===== config.mk =====
export PLATFORM = sky130hd
export DESIGN_NAME = i2c_mem_slave
export DESIGN_NICKNAME = d
export VERILOG_FILES = /design/src/rtl/i2c_mem_pkg.sv /design/src/rtl/i2c_bus_sense.sv /design/src/rtl/i2c_word_addr.sv /design/src/rtl/i2c_xfer_fsm.sv /design/src/rtl/i2c_mem_slave.sv
export SDC_FILE = /design/constraint.sdc
export NUM_CORES = 1
export LEC_CHECK = 0
export CAP_MARGIN = 10
export CORE_ASPECT_RATIO = 1.4
export CORE_MARGIN = 10
export CORE_UTILIZATION = 55
export CTS_CLUSTER_DIAMETER = 30
export DETAILED_ROUTE_END_ITERATION = 10
export PLACE_DENSITY = 0.88
export SETUP_SLACK_MARGIN = 0.2
export SYNTH_ARGS = -nofsm -noshare
export SYNTH_HDL_FRONTEND = slang
export SYNTH_SLANG_ARGS = --single-unit
export TNS_END_PERCENT = 20

===== constraint.sdc =====
create_clock -name clk_i -period 4.2 [get_ports clk_i]
set_clock_uncertainty 0.1 [all_clocks]
set_input_delay 0.84 -clock clk_i [delete_from_list [all_inputs] [get_ports clk_i]]
set_output_delay 0.84 -clock clk_i [all_outputs]
set_load 0.1 [all_outputs]

===== src/rtl/i2c_mem_pkg.sv =====
package i2c_mem_pkg;
  localparam int HI_W = 3;
  localparam int LO_W = 8;
  localparam int AW   = HI_W + LO_W;
  localparam int BW   = 8;
  localparam int CW   = $clog2(BW + 1);

  typedef enum logic [3:0] {
    ST_IDLE,
    ST_DEV,
    ST_DEV_ACK,
    ST_WADDR,
    ST_WADDR_ACK,
    ST_WDATA,
    ST_WDATA_ACK,
    ST_RDATA,
    ST_RACK,
    ST_SKIP
  } xfer_st_e;
endpackage


===== src/rtl/i2c_bus_sense.sv =====
module i2c_bus_sense #(
  parameter int STAGES = 2
) (
  input  logic clk_i,
  input  logic rst_ni,
  input  logic scl_i,
  input  logic sda_i,
  output logic sda_o,
  output logic scl_rise_o,
  output logic scl_fall_o,
  output logic start_o,
  output logic stop_o
);
  logic [STAGES-1:0] scl_sh, sda_sh;
  logic scl_q, sda_q, scl_s;

  always_ff @(posedge clk_i or negedge rst_ni) begin
    if (!rst_ni) begin
      scl_sh <= '1;
      sda_sh <= '1;
      scl_q  <= 1'b1;
      sda_q  <= 1'b1;
    end else begin
      scl_sh <= {scl_sh[STAGES-2:0], scl_i};
      sda_sh <= {sda_sh[STAGES-2:0], sda_i};
      scl_q  <= scl_sh[STAGES-1];
      sda_q  <= sda_sh[STAGES-1];
    end
  end

  assign scl_s      = scl_sh[STAGES-1];
  assign sda_o      = sda_sh[STAGES-1];
  assign scl_rise_o = scl_s & ~scl_q;
  assign scl_fall_o = ~scl_s & scl_q;
  assign start_o    = scl_s & scl_q & sda_q & ~sda_o;
  assign stop_o     = scl_s & scl_q & ~sda_q & sda_o;
endmodule


===== src/rtl/i2c_word_addr.sv =====
module i2c_word_addr
  import i2c_mem_pkg::*;
(
  input  logic            clk_i,
  input  logic            rst_ni,
  input  logic            ld_hi_i,
  input  logic [HI_W-1:0] hi_i,
  input  logic            ld_lo_i,
  input  logic [LO_W-1:0] lo_i,
  input  logic            inc_i,
  output logic [AW-1:0]   addr_o
);
  logic [AW-1:0] addr_q;

  always_ff @(posedge clk_i or negedge rst_ni) begin
    if (!rst_ni) begin
      addr_q <= '0;
    end else if (inc_i) begin
      addr_q <= addr_q + 1'b1;
    end else begin
      if (ld_hi_i) addr_q[AW-1:LO_W] <= hi_i;
      if (ld_lo_i) addr_q[LO_W-1:0]  <= lo_i;
    end
  end

  assign addr_o = addr_q;


  addr_step_chk: assert property (@(posedge clk_i) disable iff (!rst_ni)
    inc_i |=> addr_q == $past(addr_q) + 11'd1);


  addr_keep_lo_chk: assert property (@(posedge clk_i) disable iff (!rst_ni)
    (ld_hi_i && !ld_lo_i && !inc_i) |=> addr_q[LO_W-1:0] == $past(addr_q[LO_W-1:0]));
endmodule


===== src/rtl/i2c_xfer_fsm.sv =====
module i2c_xfer_fsm
  import i2c_mem_pkg::*;
(
  input  logic            clk_i,
  input  logic            rst_ni,
  input  logic            sda_i,
  input  logic            scl_rise_i,
  input  logic            scl_fall_i,
  input  logic            start_i,
  input  logic            stop_i,
  input  logic [2:0]      strap_i,
  input  logic            wr_busy_i,
  input  logic [AW-1:0]   addr_i,
  input  logic [BW-1:0]   rd_data_i,
  output logic            ld_hi_o,
  output logic [HI_W-1:0] hi_o,
  output logic            ld_lo_o,
  output logic [LO_W-1:0] lo_o,
  output logic            inc_o,
  output logic            sda_oe_o,
  output logic            rd_en_o,
  output logic [AW-1:0]   rd_addr_o,
  output logic            wr_valid_o,
  output logic [AW-1:0]   wr_addr_o,
  output logic [BW-1:0]   wr_data_o,
  output logic            wr_commit_o
);
  xfer_st_e      state_q;
  logic [CW-1:0] bit_q;
  logic [BW-1:0] rx_q, tx_q, byte_now;
  logic          rw_q, ack_on_q, oe_q, wr_any_q;
  logic          rd_en_q, rd_cap_q;
  logic [AW-1:0] rd_addr_q;
  logic          wr_valid_q, commit_q;
  logic [AW-1:0] wr_addr_q;
  logic [BW-1:0] wr_data_q;
  logic          last_bit, dev_hit, quiet;

  assign byte_now = {rx_q[BW-2:0], sda_i};
  assign last_bit = scl_rise_i && (bit_q == CW'(BW - 1));
  assign quiet    = !start_i && !stop_i;
  assign dev_hit  = byte_now[7] && (byte_now[6] == strap_i[2]) &&
                    (byte_now[5] == ~strap_i[1]) && (byte_now[4] == strap_i[0]) &&
                    !wr_busy_i;

  always_comb begin
    ld_hi_o = 1'b0;
    ld_lo_o = 1'b0;
    inc_o   = 1'b0;
    hi_o    = byte_now[3:1];
    lo_o    = byte_now;
    if (quiet && last_bit) begin
      unique case (state_q)
        ST_DEV:   ld_hi_o = dev_hit;
        ST_WADDR: ld_lo_o = 1'b1;
        ST_WDATA: inc_o   = 1'b1;
        ST_RDATA: inc_o   = 1'b1;
        default:  ;
      endcase
    end
  end

  always_ff @(posedge clk_i or negedge rst_ni) begin
    if (!rst_ni) begin
      state_q    <= ST_IDLE;
      bit_q      <= '0;
      rx_q       <= '0;
      tx_q       <= '0;
      rw_q       <= 1'b0;
      ack_on_q   <= 1'b0;
      oe_q       <= 1'b0;
      wr_any_q   <= 1'b0;
      rd_en_q    <= 1'b0;
      rd_cap_q   <= 1'b0;
      rd_addr_q  <= '0;
      wr_valid_q <= 1'b0;
      wr_addr_q  <= '0;
      wr_data_q  <= '0;
      commit_q   <= 1'b0;
    end else begin
      wr_valid_q <= 1'b0;
      commit_q   <= 1'b0;
      rd_en_q    <= 1'b0;
      rd_cap_q   <= rd_en_q;
      if (rd_cap_q) tx_q <= rd_data_i;
      if (start_i) begin
        state_q  <= ST_DEV;
        bit_q    <= '0;
        oe_q     <= 1'b0;
        ack_on_q <= 1'b0;
        wr_any_q <= 1'b0;
      end else if (stop_i) begin
        state_q  <= ST_IDLE;
        oe_q     <= 1'b0;
        ack_on_q <= 1'b0;
        commit_q <= wr_any_q;
        wr_any_q <= 1'b0;
      end else begin
        unique case (state_q)
          ST_DEV, ST_WADDR, ST_WDATA: begin
            if (scl_rise_i) begin
              rx_q  <= byte_now;
              bit_q <= bit_q + 1'b1;
            end
            if (last_bit) begin
              ack_on_q <= 1'b0;
              if (state_q == ST_DEV) begin
                if (dev_hit) begin
                  state_q <= ST_DEV_ACK;
                  rw_q    <= byte_now[0];
                  if (byte_now[0]) begin
                    rd_en_q   <= 1'b1;
                    rd_addr_q <= {byte_now[3:1], addr_i[LO_W-1:0]};
                  end
                end else begin
                  state_q <= ST_SKIP;
                end
              end else if (state_q == ST_WADDR) begin
                state_q <= ST_WADDR_ACK;
              end else begin
                state_q    <= ST_WDATA_ACK;
                wr_valid_q <= 1'b1;
                wr_addr_q  <= addr_i;
                wr_data_q  <= byte_now;
                wr_any_q   <= 1'b1;
              end
            end
          end
          ST_DEV_ACK, ST_WADDR_ACK, ST_WDATA_ACK: begin
            if (scl_fall_i) begin
              if (!ack_on_q) begin
                oe_q     <= 1'b1;
                ack_on_q <= 1'b1;
              end else begin
                ack_on_q <= 1'b0;
                bit_q    <= '0;
                if (state_q == ST_DEV_ACK && rw_q) begin
                  state_q <= ST_RDATA;
                  oe_q    <= ~tx_q[BW-1];
                  tx_q    <= {tx_q[BW-2:0], 1'b0};
                end else begin
                  oe_q    <= 1'b0;
                  state_q <= (state_q == ST_DEV_ACK) ? ST_WADDR : ST_WDATA;
                end
              end
            end
          end
          ST_RDATA: begin
            if (scl_rise_i) begin
              bit_q <= bit_q + 1'b1;
              if (last_bit) begin
                rd_en_q   <= 1'b1;
                rd_addr_q <= addr_i + 1'b1;
              end
            end else if (scl_fall_i) begin
              if (bit_q == CW'(BW)) begin
                oe_q     <= 1'b0;
                state_q  <= ST_RACK;
                ack_on_q <= 1'b0;
              end else begin
                oe_q <= ~tx_q[BW-1];
                tx_q <= {tx_q[BW-2:0], 1'b0};
              end
            end
          end
          ST_RACK: begin
            if (scl_rise_i) begin
              if (!sda_i) ack_on_q <= 1'b1;
              else        state_q  <= ST_SKIP;
            end else if (scl_fall_i && ack_on_q) begin
              state_q  <= ST_RDATA;
              bit_q    <= '0;
              ack_on_q <= 1'b0;
              oe_q     <= ~tx_q[BW-1];
              tx_q     <= {tx_q[BW-2:0], 1'b0};
            end
          end
          default: ;
        endcase
      end
    end
  end

  assign sda_oe_o    = oe_q;
  assign rd_en_o     = rd_en_q;
  assign rd_addr_o   = rd_addr_q;
  assign wr_valid_o  = wr_valid_q;
  assign wr_addr_o   = wr_addr_q;
  assign wr_data_o   = wr_data_q;
  assign wr_commit_o = commit_q;


  oe_state_chk: assert property (@(posedge clk_i) disable iff (!rst_ni)
    oe_q |-> (state_q inside {ST_DEV_ACK, ST_WADDR_ACK, ST_WDATA_ACK, ST_RDATA}));


  start_release_chk: assert property (@(posedge clk_i) disable iff (!rst_ni)
    start_i |=> (!oe_q && state_q == ST_DEV && bit_q == '0));


  busy_nak_chk: assert property (@(posedge clk_i) disable iff (!rst_ni)
    (state_q == ST_DEV && wr_busy_i && quiet) |=> state_q != ST_DEV_ACK);


  wr_pulse_chk: assert property (@(posedge clk_i) disable iff (!rst_ni)
    wr_valid_q |=> !wr_valid_q);


  commit_stop_chk: assert property (@(posedge clk_i) disable iff (!rst_ni)
    commit_q |-> $past(stop_i));


  idle_quiet_chk: assert property (@(posedge clk_i) disable iff (!rst_ni)
    (state_q == ST_IDLE && !start_i) |=> (state_q == ST_IDLE && !oe_q));
endmodule


===== src/rtl/i2c_mem_slave.sv =====
module i2c_mem_slave
  import i2c_mem_pkg::*;
#(
  parameter int SYNC_STAGES = 2
) (
  input  logic          clk_i,
  input  logic          rst_ni,
  input  logic          scl_i,
  input  logic          sda_i,
  input  logic [2:0]    strap_i,
  input  logic          wr_busy_i,
  input  logic [7:0]    rd_data_i,
  output logic          sda_oe_o,
  output logic          rd_en_o,
  output logic [10:0]   rd_addr_o,
  output logic          wr_valid_o,
  output logic [10:0]   wr_addr_o,
  output logic [7:0]    wr_data_o,
  output logic          wr_commit_o
);
  logic            sda_s, scl_rise, scl_fall, start, stop;
  logic            ld_hi, ld_lo, inc;
  logic [HI_W-1:0] hi;
  logic [LO_W-1:0] lo;
  logic [AW-1:0]   addr;

  i2c_bus_sense #(.STAGES(SYNC_STAGES)) u_sense (
    .clk_i      (clk_i),
    .rst_ni     (rst_ni),
    .scl_i      (scl_i),
    .sda_i      (sda_i),
    .sda_o      (sda_s),
    .scl_rise_o (scl_rise),
    .scl_fall_o (scl_fall),
    .start_o    (start),
    .stop_o     (stop)
  );

  i2c_word_addr u_addr (
    .clk_i   (clk_i),
    .rst_ni  (rst_ni),
    .ld_hi_i (ld_hi),
    .hi_i    (hi),
    .ld_lo_i (ld_lo),
    .lo_i    (lo),
    .inc_i   (inc),
    .addr_o  (addr)
  );

  i2c_xfer_fsm u_fsm (
    .clk_i       (clk_i),
    .rst_ni      (rst_ni),
    .sda_i       (sda_s),
    .scl_rise_i  (scl_rise),
    .scl_fall_i  (scl_fall),
    .start_i     (start),
    .stop_i      (stop),
    .strap_i     (strap_i),
    .wr_busy_i   (wr_busy_i),
    .addr_i      (addr),
    .rd_data_i   (rd_data_i),
    .ld_hi_o     (ld_hi),
    .hi_o        (hi),
    .ld_lo_o     (ld_lo),
    .lo_o        (lo),
    .inc_o       (inc),
    .sda_oe_o    (sda_oe_o),
    .rd_en_o     (rd_en_o),
    .rd_addr_o   (rd_addr_o),
    .wr_valid_o  (wr_valid_o),
    .wr_addr_o   (wr_addr_o),
    .wr_data_o   (wr_data_o),
    .wr_commit_o (wr_commit_o)
  );
endmodule


## After elaboration in Yosys (flattened, before gate mapping)

Index checks and enable logic that the tools add are counted.

- Add/sub/neg operators: 2
- Shifts and indexed selects: 0
- Reduce and logical (&&, ||, !) cells: 33
- Muxes and demuxes: 99
- Magnitude comparators: 0
- Eq/ne operators: 38
- Divide/modulo/power cells: 0
- Multipliers: 0
- Bitwise logic cells: 17

Operators with widths:

| kind | number |
|---|---|
| $mux W8 | 12 |
| $mux W4 | 21 |
| $mux W11 | 7 |
| $mux W1 | 49 |
| $ne A4 B1 Y1 const B | 6 |
| $pmux W8 S3 | 1 |
| $pmux W11 S2 | 1 |
| $eq A4 B3 Y1 const B | 5 |
| $ne A3 B1 Y1 const B | 6 |
| $reduce_and A6 Y1 | 3 |
| $reduce_and A9 Y1 | 2 |
| $pmux W4 S4 | 1 |
| $ne A2 B1 Y1 const B | 6 |
| $pmux W4 S3 | 1 |
| $add A11 B1 Y11 const B | 1 |
| $ne A5 B5 Y1 const B | 2 |
| $not A1 Y1 | 10 |
| $logic_and A1 B1 Y1 | 9 |
| $eq A4 B2 Y1 const B | 2 |
| $eq A4 B4 Y1 const B | 2 |
| $ne A4 B4 Y1 const B | 2 |
| $reduce_and A4 Y1 | 2 |
| $reduce_and A8 Y1 | 1 |
| $and A1 B1 Y1 | 7 |
| other kinds (21) | 30 |

- Logic and storage cells: 210
- Bits of input ports: 16
- Output and inout port bits: 34
- Memories kept: 0
- Memory bits (read-only): 0
- Register bits: 78
- Latch bits: 0
- Memory bits (writable): 0

## Depth between registers and ports, before layout

- Depth after elaboration: 11
- Depth in mapped cells: 9
- Mapped depth without buffers: 7

## Cells and area by module

From an unflattened synthesis, not the netlist that was laid out.

- Cells, all modules: 383
- Area, all modules: 4256.6 µm²

Modules (own cells, without submodules):

| module | cells each | sequential area each (µm²) | times used | area each (µm²) |
|---|---|---|---|---|
| i2c_xfer_fsm | 294 | 1526.5 | 1 | 3369.5 |
| i2c_word_addr | 79 | 275.3 | 1 | 696.9 |
| i2c_bus_sense | 10 | 157.7 | 1 | 190.2 |

## Worst setup path after synthesis

Ideal clock, no wire load.

- Path kind: input -> register
- Start: input port strap_i[2]
- End: register u_fsm.rd_addr_q[10] (netlist: u_fsm.rd_addr_o[10])
- Stages on the path: 6
- Data required time: 3975 ps
- Path slack: 1908 ps
- Path buffers: 1
- Setup time: 125 ps
- Data arrival time: 2067 ps
- Path through: xnor2_1 > and4_1 > nand3_1 > a21oi_1 > buf_2 > mux2_2

- Cells in the longest elaborated chain, start to end: 7

RTL lines:

| element | line | text |
|---|---|---|
| from (decl) | i2c_mem_slave.sv:10 | `input logic [2:0] strap_i,` |
| $eq A1 B1 Y1 | i2c_xfer_fsm.sv:42 | `assign dev_hit = byte_now[7] && (byte_now[6] == strap_i[2]) &&` |
| $logic_and A1 B1 Y1 (2 in series) | i2c_xfer_fsm.sv:42 |  |
| $logic_and A1 B1 Y1 (2 in series) | i2c_xfer_fsm.sv:43 | `(byte_now[5] == ~strap_i[1]) && (byte_now[4] == strap_i[0]) &&` |
| $ne A2 B1 Y1 (no line) | - |  |
| $reduce_and A9 Y1 (no line) | - |  |
| to (signal assigned) | i2c_xfer_fsm.sv:113 | `rd_addr_q <= {byte_now[3:1], addr_i[LO_W-1:0]};` |
| to (signal assigned) | i2c_xfer_fsm.sv:153 | `rd_addr_q <= addr_i + 1'b1;` |
| to (decl) | i2c_xfer_fsm.sv:33 | `logic [AW-1:0] rd_addr_q;` |

Every way passes these cells.
A chain may end at the register's enable or synchronous reset.

## Worst setup path in the final report

- Start: register u_fsm.wr_addr_q[0] (netlist: u_fsm.wr_addr_o[0])
- End: output port wr_addr_o[0]

RTL lines:

| element | line | text |
|---|---|---|
| from (decl) | i2c_xfer_fsm.sv:35 | `logic [AW-1:0] wr_addr_q;` |
| from (signal assigned) | i2c_xfer_fsm.sv:123 | `wr_addr_q <= addr_i;` |
| to (decl) | i2c_mem_slave.sv:17 | `output logic [10:0] wr_addr_o,` |

No word-level cell between the ends.

==> run_results.csv <==
group,metric,value,unit
timing,fin_tns_setup,0,ns
logic_synthesis,synth-seq-cells,78,
setup_path,r2r_cells,5,
floorplan,die_area,0.0115,mm2
cts,clock_path_buffers,2,
logic_synthesis,synth_seq_area_share,0.471,
layout,final-instance-count-excl-fill,519,
placed_design,io_buffers,49,
setup_path,crit_required,3.26,ns
timing,fin_crit,2.85,ns
logic_synthesis,synth_area,0.00416,mm2
outcome,status,"completed",
timing,rsz0062_at_grt,"no",
routing,via_count,3150,
logic_synthesis,synth-edff-count,0,
cts,htreeDepth,3,
setup_path,crit_type,"flop to output pin",
setup_path,crit_buf_inv,1,
setup_path,cp-start-kind,"flop",
flow_run,timing.max_cap.violations,0,
setup_path,worst-path-max-fanout,2,
setup_path,cpPeakStageDelay,1.16,ns
floorplan,chipWidth,93.5,um
pwr,powerDensity,493,mW/mm2
placed_design,dp.cells,504,
setup_path,worstPathArrival,1.91,ns
cts,post_cts_resized,0,
pwr,p_total,0.00239,W
cts,clock_sinks,78,
setup_path,reg2reg_slack,1.42,ns
grt,grt_pass1_wl,16.1,mm
placed_design,dp_slack,1.31,ns
logic_synthesis,synth.distinct_cells,66,
floorplan,initial_core_util,0.565,
floorplan,io_pins,50,
timing,relSlewSlack,0.326,
floorplan,die_h,123,um
floorplan,rows,37,
setup_path,r2r-end,"u_fsm.tx_q[5]$_DFF_PN0_",
pwr,irDropWorstVdd,253,uV
placed_design,dp_hpwl,6.99,mm
routing,drt_iter0_drc,228,
floorplan,core_area,0.00736,mm2
setup_path,worstReg2RegStart,"u_fsm.state_q[2]$_DFFE_PN0P_",
layout,area_growth,16.3,%
setup_path,cp-end-kind,"output pin",
grt,grt_overflow,0,
layout,diodes,0,
pwr,leakage,2.13,nW
cts,cts_tree,"built",
timing,setup_viol,0,
timing,hold_viol_final,0,
setup_path,cp_cell_sequence,"clkdlybuf4s50_1",
routing,via_per_inst,6.07,
placed_design,gp_congestion,0.888,
logic_synthesis,synthArstFlopShare,1.00,
setup_path,critPathSlowestCell,"clkdlybuf4s50_1",
layout,fin_nets,437,
routing,avgRoutedWirePerCell,19.1,um
logic_synthesis,synthFlopType,"dfrtp_1",
timing,tightest_slew,1.01,ns
routing,remaining_drc_errors,0,
setup_path,cp.depth,1,
layout,drive_above_1_share,0.192,
cts,clock_latency,0.37,ns
hold_path,min_from,"u_sense.sda_sh[0]$_DFF_PN1_",
routing,first_pass_iters,5,
routing,drtAntennaViolNets,0,
grt,antenna_found_initial,0,
layout,fill_cells,577,
cts,cts-root-buf,"clkbuf_8",
timing,setup_slack,1.35,ns
grt,grt_max_degree,79,
timing,period_share,0.678,
setup_path,cp-endpoint,"wr_addr_o[0]",
cts,cts_made_buffers,9,
cts,cts_hold_buffers,0,
setup_path,cpLargestDelayFamily,"buffers and inverters",
logic_synthesis,synth_cells,378,
timing,fmax,0.351,GHz
grt,grt_usage,0.179,
routing,drt-total-wl,9.92,mm
logic_synthesis,yosys_warnings,0,
grt,grt_pass1_vias,3234,
cts,clk_pin_slew_worst_paths,0.08,ns
timing,slew_violations,0,
hold_path,min_path_type,"flop to flop",
cts,post_cts_buffers,0,
setup_path,critPathLaunch,"u_fsm.wr_addr_o[0]$_DFFE_PN0P_",
logic_synthesis,syn_nets,397,
logic_synthesis,synth.avg_cell_area,11.0,um2
[metrics by stage]
step	hold WS [ns]	util	cell area (um2)
final	0.257	0.657	4840
after global routing	0.263	0.657	4840
after CTS	0.258	0.657	4840
after detailed placement	0.248	0.634	4670
after global placement	0.247	0.634	4670
after floorplan	0.245	-	4160
[where the power goes]
group / leakage [nW] / total (W) / internal (W) / switching [W]
combinational: 1.01 / 0.000795 / 0.000381 / 0.000413
sequential: 1.04 / 0.00108 / 0.000863 / 0.000219
clock: 0.0865 / 0.000509 / 0.000244 / 0.000265
[flip-flops by register name (all words and copies together), names as in the netlist]
signal / count
u_fsm.wr_valid_o: 1
u_fsm.rx_q: 7
u_fsm.wr_data_o: 8
u_sense.sda_sh: 2
u_fsm.wr_addr_o: 11
u_sense.scl_q: 1
u_fsm.tx_q: 8
u_fsm.rd_cap_q: 1
u_sense.scl_sh: 2
u_fsm.state_q: 4
u_fsm.bit_q: 4
u_sense.sda_q: 1
u_fsm.rw_q: 1
u_fsm.rd_addr_o: 11
u_fsm.wr_commit_o: 1
u_fsm.wr_any_q: 1
u_fsm.sda_oe_o: 1
u_fsm.rd_en_o: 1
u_fsm.ack_on_q: 1
u_addr.addr_o: 11
[area by class of cell]
class	count	area, um2	share of cell area
multi-input combinational	266	2040	0.422
sequential	78	1960	0.405
timing repair buffer	51	503	0.104
clock buffer	14	163	0.0336
tap	97	121	0.0251
inverter	12	45.0	0.00931
clock inverter	1	5.00	0.00103
[worst min path at each step]
stage / slack, ns / endpoint / cells past startpoint
6_report: 0.26 / u_sense.sda_sh[1]$_DFF_PN1_ / 0
3_3_place_gp: 0.25 / u_sense.sda_sh[1]$_DFF_PN1_ / 0
5_1_grt: 0.26 / u_sense.sda_sh[1]$_DFF_PN1_ / 0
3_5_place_dp: 0.25 / u_sense.sda_sh[1]$_DFF_PN1_ / 0
2_1_floorplan: 0.25 / u_sense.scl_sh[1]$_DFF_PN1_ / 0
4_1_cts: 0.26 / u_sense.sda_sh[1]$_DFF_PN1_ / 0
[metal layers]
metal	vias to the layer above	part of all wire	global-route usage
li1	1443	-	-
met1	1544	0.37	0.191
met2	122	0.52	0.311
met3	41	0.071	0.0619
met4	0	0.033	0.0812
met5	-	0	0
[logic make-up after synthesis]
logic type                 Yosys count  synth area share
and+or+nand+nor                    118             0.156
xor gates and xnor gates            13            0.0274
muxes                               58             0.167
DFF                                 78             0.471
buffers and inverters               34            0.0382
AOI/OAI and AO/OA                   74             0.131
adders and majority gates            3           0.00903
[synthesized netlist by cell type, drive strengths merged, types with 3 or more instances]
cell type  instances  share of area
dfrtp             72           0.43
mux2              52           0.15
nand2             31          0.028
a21oi             21          0.027
nor2              21          0.019
nand3             18          0.022
buf               16          0.022
o21ai             14          0.017
inv               12          0.011
nand2b             8          0.012
nand4              8          0.012
xor2               7          0.015
clkbuf             6         0.0054
dfstp              6          0.038
mux2i              6          0.014
nor2b              6         0.0090
o22ai              6          0.011
xnor2              6          0.013
a211oi             4          0.011
nor3               4         0.0060
o221a              4          0.011
a31oi              3         0.0060
and2               3         0.0045
and4               3         0.0063
ha                 3         0.0090
nand3b             3         0.0054
o2bb2ai            3         0.0093
o31ai              3         0.0054
[cells in the final DEF (no fill, tap or decap), types with 6 or more instances in the layout]
master,synthesis,layout
a21oi_1,19,19
clkdlybuf4s50_1,0,48
nand3_1,18,18
dfrtp_1,72,72
nand4_1,8,8
inv_1,12,12
mux2i_1,6,6
nand2b_1,8,8
mux2_1,10,10
nand2_1,31,31
xnor2_1,6,6
xor2_1,7,7
clkbuf_8,0,11
dfstp_2,6,6
mux2_2,29,29
mux2_4,13,13
nor2b_1,6,6
nor2_1,21,21
o21ai_0,13,13
No activity file was read; power rests on OpenSTA's default activity.
